==> src/rtl/eewr_pkg.sv <==
package eewr_pkg;

   typedef enum logic [2:0] {
      ST_IDLE,
      ST_SETUP,
      ST_WPULSE,
      ST_HOLD,
      ST_GAP,
      ST_READ,
      ST_BLANK,
      ST_BWAIT
   } wr_state_e;

   typedef enum logic {
      CHK_POLL = 1'b0,
      CHK_BUSY = 1'b1
   } chk_mode_e;

   function automatic int max3(input int a, input int b, input int c);
      int m;
      m = (a > b) ? a : b;
      return (m > c) ? m : c;
   endfunction

endpackage

==> src/rtl/eewr_sync.sv <==
module eewr_sync #(
   parameter int   STAGES    = 2,
   parameter logic RESET_VAL = 1'b1
) (
   input  logic clk,
   input  logic rst_n,
   input  logic d,
   output logic q
);

   generate
      if (STAGES < 2) begin : g_bad_stages
         $error("eewr_sync: STAGES must be at least 2");
      end
   endgenerate

   logic [STAGES-1:0] sh_q;

   generate
      if (STAGES == 2) begin : g_two
         always_ff @(posedge clk or negedge rst_n) begin
            if (!rst_n) sh_q <= {STAGES{RESET_VAL}};
            else        sh_q <= {sh_q[0], d};
         end
      end else begin : g_many
         always_ff @(posedge clk or negedge rst_n) begin
            if (!rst_n) sh_q <= {STAGES{RESET_VAL}};
            else        sh_q <= {sh_q[STAGES-2:0], d};
         end
      end
   endgenerate

   assign q = sh_q[STAGES-1];

endmodule

==> src/rtl/eewr_tmo.sv <==
module eewr_tmo #(
   parameter int LIMIT = 4000
) (
   input  logic clk,
   input  logic rst_n,
   input  logic active,
   output logic expired
);

   generate
      if (LIMIT < 2) begin : g_bad_limit
         $error("eewr_tmo: LIMIT must be at least 2");
      end
   endgenerate

   localparam int CNT_W = $clog2(LIMIT + 1);
   localparam logic [CNT_W-1:0] LAST = CNT_W'(LIMIT - 1);

   logic [CNT_W-1:0] cnt_q;

   assign expired = active && (cnt_q == LAST);

   always_ff @(posedge clk or negedge rst_n) begin
      if (!rst_n)                 cnt_q <= '0;
      else if (active && !expired) cnt_q <= cnt_q + 1'b1;
      else                        cnt_q <= '0;
   end

   assert_cnt_bound_R7: assert property (@(posedge clk) disable iff (!rst_n)
      cnt_q <= LAST);

   assert_restart_R7: assert property (@(posedge clk) disable iff (!rst_n)
      !active |=> (cnt_q == '0));

endmodule

==> src/rtl/eewr_pollcmp.sv <==
module eewr_pollcmp #(
   parameter int DATA_W   = 8,
   parameter int POLL_BIT = DATA_W - 1
) (
   input  logic [DATA_W-1:0] rd_data,
   input  logic [DATA_W-1:0] wr_data,
   output logic              match
);

   generate
      if (POLL_BIT >= DATA_W || POLL_BIT < 0) begin : g_bad_bit
         $error("eewr_pollcmp: POLL_BIT outside the data word");
      end
   endgenerate

   assign match = ~(rd_data[POLL_BIT] ^ wr_data[POLL_BIT]);

endmodule

==> src/rtl/eewr_host_ctrl.sv <==
module eewr_host_ctrl
   import eewr_pkg::*;
#(
   parameter int ADDR_W      = 11,
   parameter int DATA_W      = 8,
   parameter int POLL_BIT    = DATA_W - 1,
   parameter int WE_CYC      = 3,
   parameter int ACC_CYC     = 2,
   parameter int BLANK_CYC   = 8,
   parameter int TIMEOUT_CYC = 4000,
   parameter int SYNC_STAGES = 2
) (
   input  logic              clk,
   input  logic              rst_n,
   input  logic              req_valid,
   input  logic              req_mode,
   input  logic [ADDR_W-1:0] req_addr,
   input  logic [DATA_W-1:0] req_data,
   output logic              req_ready,
   output logic              done,
   output logic              timeout_err,
   output logic              mem_ce_n,
   output logic              mem_oe_n,
   output logic              mem_we_n,
   output logic [ADDR_W-1:0] mem_addr,
   output logic [DATA_W-1:0] mem_dq_out,
   output logic              mem_dq_oe,
   input  logic [DATA_W-1:0] mem_dq_in,
   input  logic              mem_busy_n
);

   generate
      if (ACC_CYC < 2) begin : g_bad_acc
         $error("eewr_host_ctrl: ACC_CYC must be at least 2");
      end
      if (WE_CYC < 1) begin : g_bad_we
         $error("eewr_host_ctrl: WE_CYC must be at least 1");
      end
      if (BLANK_CYC < SYNC_STAGES + 2) begin : g_bad_blank
         $error("eewr_host_ctrl: BLANK_CYC must cover the synchroniser delay");
      end
   endgenerate

   localparam int PH_MAX = max3(WE_CYC, ACC_CYC, BLANK_CYC);
   localparam int PH_W   = $clog2(PH_MAX + 1);
   localparam logic [PH_W-1:0] WE_LAST    = PH_W'(WE_CYC - 1);
   localparam logic [PH_W-1:0] ACC_LAST   = PH_W'(ACC_CYC - 1);
   localparam logic [PH_W-1:0] BLANK_LAST = PH_W'(BLANK_CYC - 1);

   wr_state_e         state_q, state_d;
   logic [PH_W-1:0]   ph_q, ph_d;
   logic [ADDR_W-1:0] addr_q;
   logic [DATA_W-1:0] data_q;
   chk_mode_e         mode_q;
   logic              done_q, err_q;

   logic line_free;
   logic poll_hit;
   logic wait_st;
   logic tmo_hit;
   logic finish;

   eewr_sync #(
      .STAGES    (SYNC_STAGES),
      .RESET_VAL (1'b1)
   ) i_busy_sync (
      .clk   (clk),
      .rst_n (rst_n),
      .d     (mem_busy_n),
      .q     (line_free)
   );

   eewr_pollcmp #(
      .DATA_W   (DATA_W),
      .POLL_BIT (POLL_BIT)
   ) i_pollcmp (
      .rd_data (mem_dq_in),
      .wr_data (data_q),
      .match   (poll_hit)
   );

   assign wait_st = (state_q == ST_GAP)   || (state_q == ST_READ) ||
                    (state_q == ST_BLANK) || (state_q == ST_BWAIT);

   eewr_tmo #(
      .LIMIT (TIMEOUT_CYC)
   ) i_tmo (
      .clk     (clk),
      .rst_n   (rst_n),
      .active  (wait_st),
      .expired (tmo_hit)
   );

   assign finish = ((state_q == ST_READ) && (ph_q == ACC_LAST) && poll_hit) ||
                   ((state_q == ST_BWAIT) && line_free);

   always_comb begin
      state_d = state_q;
      ph_d    = '0;
      unique case (state_q)
         ST_IDLE:   if (req_valid) state_d = ST_SETUP;
         ST_SETUP:  state_d = ST_WPULSE;
         ST_WPULSE: begin
            if (ph_q == WE_LAST) state_d = ST_HOLD;
            else                 ph_d    = ph_q + 1'b1;
         end
         ST_HOLD:   state_d = (mode_q == CHK_BUSY) ? ST_BLANK : ST_GAP;
         ST_GAP:    state_d = ST_READ;
         ST_READ: begin
            if (ph_q == ACC_LAST) state_d = poll_hit ? ST_IDLE : ST_GAP;
            else                  ph_d    = ph_q + 1'b1;
         end
         ST_BLANK: begin
            if (ph_q == BLANK_LAST) state_d = ST_BWAIT;
            else                    ph_d    = ph_q + 1'b1;
         end
         ST_BWAIT:  if (line_free) state_d = ST_IDLE;
         default:   state_d = ST_IDLE;
      endcase
      if (tmo_hit && !finish) begin
         state_d = ST_IDLE;
         ph_d    = '0;
      end
   end

   always_ff @(posedge clk or negedge rst_n) begin
      if (!rst_n) begin
         state_q <= ST_IDLE;
         ph_q    <= '0;
         addr_q  <= '0;
         data_q  <= '0;
         mode_q  <= CHK_POLL;
         done_q  <= 1'b0;
         err_q   <= 1'b0;
      end else begin
         state_q <= state_d;
         ph_q    <= ph_d;
         done_q  <= finish;
         err_q   <= tmo_hit && !finish;
         if (state_q == ST_IDLE && req_valid) begin
            addr_q <= req_addr;
            data_q <= req_data;
            mode_q <= chk_mode_e'(req_mode);
         end
      end
   end

   always_comb begin
      mem_ce_n  = 1'b1;
      mem_oe_n  = 1'b1;
      mem_we_n  = 1'b1;
      mem_dq_oe = 1'b0;
      unique case (state_q)
         ST_SETUP, ST_HOLD: begin
            mem_ce_n  = 1'b0;
            mem_dq_oe = 1'b1;
         end
         ST_WPULSE: begin
            mem_ce_n  = 1'b0;
            mem_we_n  = 1'b0;
            mem_dq_oe = 1'b1;
         end
         ST_READ: begin
            mem_ce_n = 1'b0;
            mem_oe_n = 1'b0;
         end
         default: ;
      endcase
   end

   assign mem_addr    = addr_q;
   assign mem_dq_out  = data_q;
   assign req_ready   = (state_q == ST_IDLE);
   assign done        = done_q;
   assign timeout_err = err_q;

   // Checker-side run-length counters for strobe widths
   logic [7:0] we_lo_cnt, oe_lo_cnt;
   always_ff @(posedge clk or negedge rst_n) begin
      if (!rst_n) begin
         we_lo_cnt <= '0;
         oe_lo_cnt <= '0;
      end else begin
         we_lo_cnt <= mem_we_n ? 8'd0 : we_lo_cnt + 8'd1;
         oe_lo_cnt <= mem_oe_n ? 8'd0 : oe_lo_cnt + 8'd1;
      end
   end

   assert_strobe_order_R1: assert property (@(posedge clk) disable iff (!rst_n)
      !mem_we_n |-> (!mem_ce_n && mem_oe_n));

   assert_we_width_R1: assert property (@(posedge clk) disable iff (!rst_n)
      $rose(mem_we_n) |-> (we_lo_cnt == 8'(WE_CYC)));

   assert_no_clash_R2: assert property (@(posedge clk) disable iff (!rst_n)
      mem_dq_oe |-> mem_oe_n);

   assert_stable_wr_R2: assert property (@(posedge clk) disable iff (!rst_n)
      (!mem_we_n && $past(!mem_we_n)) |-> ($stable(mem_addr) && $stable(mem_dq_out)));

   assert_read_shape_R3: assert property (@(posedge clk) disable iff (!rst_n)
      !mem_oe_n |-> (!mem_ce_n && mem_we_n && !mem_dq_oe));

   assert_read_width_R3: assert property (@(posedge clk) disable iff (!rst_n)
      $rose(mem_oe_n) |-> (oe_lo_cnt == 8'(ACC_CYC)));

   assert_ready_drop_R6: assert property (@(posedge clk) disable iff (!rst_n)
      (req_valid && req_ready) |=> !req_ready);

   assert_idle_quiet_R6: assert property (@(posedge clk) disable iff (!rst_n)
      req_ready |-> (mem_ce_n && mem_we_n && mem_oe_n && !mem_dq_oe));

   assert_err_source_R7: assert property (@(posedge clk) disable iff (!rst_n)
      timeout_err |-> $past(wait_st));

   assert_done_pulse_R9: assert property (@(posedge clk) disable iff (!rst_n)
      done |=> !done);

   assert_err_pulse_R9: assert property (@(posedge clk) disable iff (!rst_n)
      timeout_err |=> !timeout_err);

   assert_exclusive_R9: assert property (@(posedge clk) disable iff (!rst_n)
      !(done && timeout_err));

endmodule

==> config.mk <==
export PLATFORM = sky130hd
export DESIGN_NAME = eewr_host_ctrl
export DESIGN_NICKNAME = d
export VERILOG_FILES = /design/src/rtl/eewr_pkg.sv /design/src/rtl/eewr_sync.sv /design/src/rtl/eewr_tmo.sv /design/src/rtl/eewr_pollcmp.sv /design/src/rtl/eewr_host_ctrl.sv
export SDC_FILE = /design/constraint.sdc
export NUM_CORES = 1
export LEC_CHECK = 0
export BUFFER_PORTS_ARGS = -buffer_cell sky130_fd_sc_hd__buf_2
export CORE_AREA = 2 2 70 72
export CTS_BUF_LIST = sky130_fd_sc_hd__clkbuf_16
export DETAILED_ROUTE_END_ITERATION = 8
export DIE_AREA = 0 0 72 74
export PLACE_DENSITY = 0.74
export SKIP_LAST_GASP = 1
export SLEW_MARGIN = 10
export SYNTH_ARGS = -nofsm -noshare
export SYNTH_HDL_FRONTEND = slang
export SYNTH_HIERARCHICAL = 1
export SYNTH_SLANG_ARGS = --single-unit
==> constraint.sdc <==
create_clock -name clk -period 1.7 [get_ports clk]
set_input_delay 0.255 -clock clk [delete_from_list [all_inputs] [get_ports clk]]
set_output_delay 0.255 -clock clk [all_outputs]
set_load 0.01 [all_outputs]
==> flow_metrics.tcl <==
set metrics [dict create \
    run_status "finished clean" \
    power.share.combinational_pct 39.0 \
    fmax_mhz 597 \
    worst_hold_path_class "in2reg" \
    critical_path_required_time_ps 1850 \
    clock_tree_from_tritoncts "done" \
    timing.setup.critical_path_class "reg2reg" \
    gpl_wtd_cong 0.798 \
    grt_antenna_before_repair 0 \
    cts_inserted_buffers 5 \
    crit_buf_inv 0 \
    drive_gt1_share_pct 43.6 \
    vias_per_cell 5.10 \
    multi_input_area_um2 941 \
    start_util_pct 44.8 \
    area.growth.synth_to_final_pct 30.4 \
    gr-usage-all-layers_pct 15.9 \
    timing.final.max_slew_violations 0 \
    timing.critical_path.to_type "register" \
    ant_nets 0 \
    ys.flop_type "dfrtp_1" \
    hold_violations 0 \
    clock_skew_ps 2.93 \
    fin_total_pwr_mw 4.34 \
    power_density_mw_per_mm2 1620 \
    floorplan.die_area_mm2 0.00533 \
    internal_power_mw 2.88 \
    cellLeakagePower_nw 1.24 \
    pin_count_of_the_biggest_net_entering_global_routing 26 \
    timing.max_cap.violations 0 \
    synth.lib_cells_used.distinct 49 \
    synth_seq_cells 43 \
    syn-cell-area_mm2 0.00206 \
    finish.instance_area_mm2 0.00269 \
    cts_clk_pin_slew_worst_paths_ps 60 \
    wire_per_inst_um 13.4 \
    cell_area_placed_mm2 0.00247 \
    fillCellCount 391 \
    swShare_pct 33.6 \
    setup_viol_count_final 0 \
    floorplan.core_area_mm2 0.00460 \
    dp.final_hpwl_um 2980 \
    maximum_level_of_the_cts_h_tree 2 \
    drt_wl_total_um 3950 \
    num-nets-final 276 \
    critPathLaunchType "register" \
    io_buffer_count 50 \
    number_of_enable_type_register_cells_in_the_synthesized_netlist 0 \
    drt_iter0_drc 65 \
    worst_path_max_delay_cell "dfrtp_1" \
    ir_drop_mv 0.852 \
    clock_tree_root "clkbuf_16" \
    number_of_standard_cell_rows_in_the_floorplan 25 \
    timing.critical_path.fanout_max 3 \
    maximum_buffer_depth_of_the_clock_tree 2 \
    async_flop_share_pct 100 \
    cts_num_sinks 43 \
    num_vias 1505 \
    worst_pin_slew_ps 457 \
    worstPathArrival_ps 1820 \
    count_of_synthesis_stage_warnings_from_yosys 6 \
    grt_setup_unrepaired "true" \
    p_seq_share_pct 35.9 \
    cp_top_family "simple AND/OR/NAND/NOR gates" \
    area_taken_by_flip_flops_and_latches_mm2 0.00108 \
    critPathMaxStageDelay_ps 370 \
    pwr-share-clk_pct 25.1 \
    drtPass1Iterations 4 \
    synthDominantCellAreaShare_pct 49.8 \
    synth_top_area_cell "dfrtp_1" \
    chipHeight_um 74 \
    total_congestion_overflow_after_global_routing 0 \
    post_synth_main_area_contributors "dfrtp_1 50%, mux2_2 7.1%, mux2_1 3.8%" \
    pin_count 58 \
    time_the_worst_path_needs_with_i_o_delays_and_setup_ps 1680 \
    seq_area_frac_synth_pct 52.4 \
    relSlewSlack_pct 69.5 \
    clock_latency_ps 280 \
    synth.avg_cell_area_um2 11.8 \
    finalHoldWorstSlack_ps 71.8 \
    crit_chain "ha_2 > nand4_1 > nor3_4 > and4_4 > o211ai_1 > o311ai_1 > o41ai_2" \
    antennaDiodeCount 0 \
    via_count_of_the_first_global_routing_pass 1521 \
    grt_pass1_wl_um 6620 \
    final.period_utilization_pct 98.5 \
    die_w_um 72 \
    switching_power_mw 1.46 \
    post_synthesis_cells 174 \
    drt_drc_violations_left 0 \
    synth_fp_nets 210 \
]
-- layer usage --
| layer | vias to the layer above | track usage [%] | part of all wire, % |
|---|---|---|---|
| li1 | 742 | - | - |
| met1 | 735 | 19.4 | 42 |
| met2 | 26 | 28.6 | 55 |
| met3 | 2 | 3.25 | 3.4 |
| met4 | 0 | 4.61 | 0.43 |
| met5 | - | 0 | 0 |
-- layout by cell type, fill, tap and decap left out, drive strengths merged, types with 2 or more instances in the layout --
| master | synthesis | final |
|---|---|---|
| nand2b | 2 | 2 |
| nor3b | 2 | 2 |
| o211ai | 2 | 2 |
| nand3 | 5 | 5 |
| dfstp | 2 | 2 |
| nor2 | 21 | 21 |
| nand2 | 8 | 8 |
| clkinv | 1 | 2 |
| clkbuf | 2 | 5 |
| mux2 | 20 | 20 |
| buf | 4 | 64 |
| o21ai | 4 | 4 |
| ha | 4 | 4 |
| dfrtp | 41 | 41 |
| xnor2 | 7 | 7 |
| xor2 | 5 | 5 |
| nor3 | 7 | 7 |
| and4 | 2 | 2 |
| a21oi | 4 | 4 |
| nand4 | 3 | 3 |
| inv | 7 | 8 |
-- state kept, by name (all words and copies together) (netlist names) --
signal and count:
done 1, i_busy_sync/sh_q 2, i_tmo/cnt_q 12, mem_addr 11, mem_dq_out 8, mode_q 1
ph_q 4, state_q 3, timeout_err 1
-- final cells by class --
type	count	area share (%)
flip-flops and latches	43	40.2
well taps	54	2.52
repair buffers	65	14.5
inverters	8	1.30
multi-input cells	117	35.0
clock inverters	3	1.77
clock buffers	5	4.66
-- power by group through the flow --
stage / registers [mW] / logic, mW / clock network (mW)
after detailed placement: 1.58 / 1.68 / 0
after global routing: 1.61 / 1.87 / 1.15
after CTS: 1.56 / 1.69 / 1.12
after global placement: 1.56 / 1.64 / 0
after floorplan: 1.68 / 0.964 / 0
final: 1.56 / 1.69 / 1.09
-- worst register-to-register path: stages, from the launching register on --
cell and delay (ps):
dfrtp_1 370, ha_2 190, nand4_1 160, nor3_4 230, and4_4 250, o211ai_1 110
o311ai_1 110, o41ai_2 130
-- kinds of logic (layout without fill, tap and decap cells) --
kind of cell | Yosys count | in the layout | synth area share [%]
AOI/OAI and AO/OA | 17 | 17 | 6.74
xor gates and xnor gates | 12 | 12 | 5.10
adders and majority gates | 4 | 4 | 2.43
buffers and inverters | 14 | 81 | 3.28
DFF | 43 | 43 | 52.4
muxes | 21 | 21 | 11.4
and+or+nand+nor | 63 | 63 | 18.7
-- stage by stage --
step / cells / setup WS, ps / TNS (ps) / utilization, %
floorplan: 174 / 39.7 / 0 / -
global placement: 285 / 70.9 / 0 / 53.7
detailed placement: 285 / 10.8 / 0 / 53.7
CTS: 294 / 3.34 / 0 / 57.7
global route: 295 / -103 / -318 / 58.4
finish: 295 / 24.9 / 0 / 58.4
-- what timing repair did --
action | CTS | global route
pin swaps | 0 | 4
gates resized for setup | 1 | 5
buffers inserted | 0 | 1
endpoints found under the hold margin | 18 | 0
setup endpoints to repair | 1 | 6
hold buffers | 1 | 0
-- cell usage after synthesis, types with 4 or more instances --
cell,instances
xnor2_1,7
dfrtp_1,41
nand3_1,4
inv_1,7
nand2_1,7
xor2_1,5
nor2_1,20
nor3_1,4
mux2_1,7
a21oi_1,4
mux2_2,13
ha_1,4
-- final timing paths --
kind | to | slack, ps | startpoint | cells after the start
max | state_q[0]$_DFFE_PN0P_ | 20 | i_tmo/cnt_q[1]$_DFF_PN0_ | 7
max in group asynchronous | i_busy_sync/sh_q[1]$_DFF_PN1_ | 670 | rst_n | 3
min | i_busy_sync/sh_q[0]$_DFF_PN1_ | 70 | mem_busy_n | 1
max reg2reg | state_q[0]$_DFFE_PN0P_ | 20 | i_tmo/cnt_q[1]$_DFF_PN0_ | 7
min reg2reg | i_busy_sync/sh_q[1]$_DFF_PN1_ | 360 | i_busy_sync/sh_q[0]$_DFF_PN1_ | 0
min in group asynchronous | mem_addr[0]$_DFFE_PN0P_ | 470 | rst_n | 2
No activity file was read; power rests on OpenSTA's default activity.
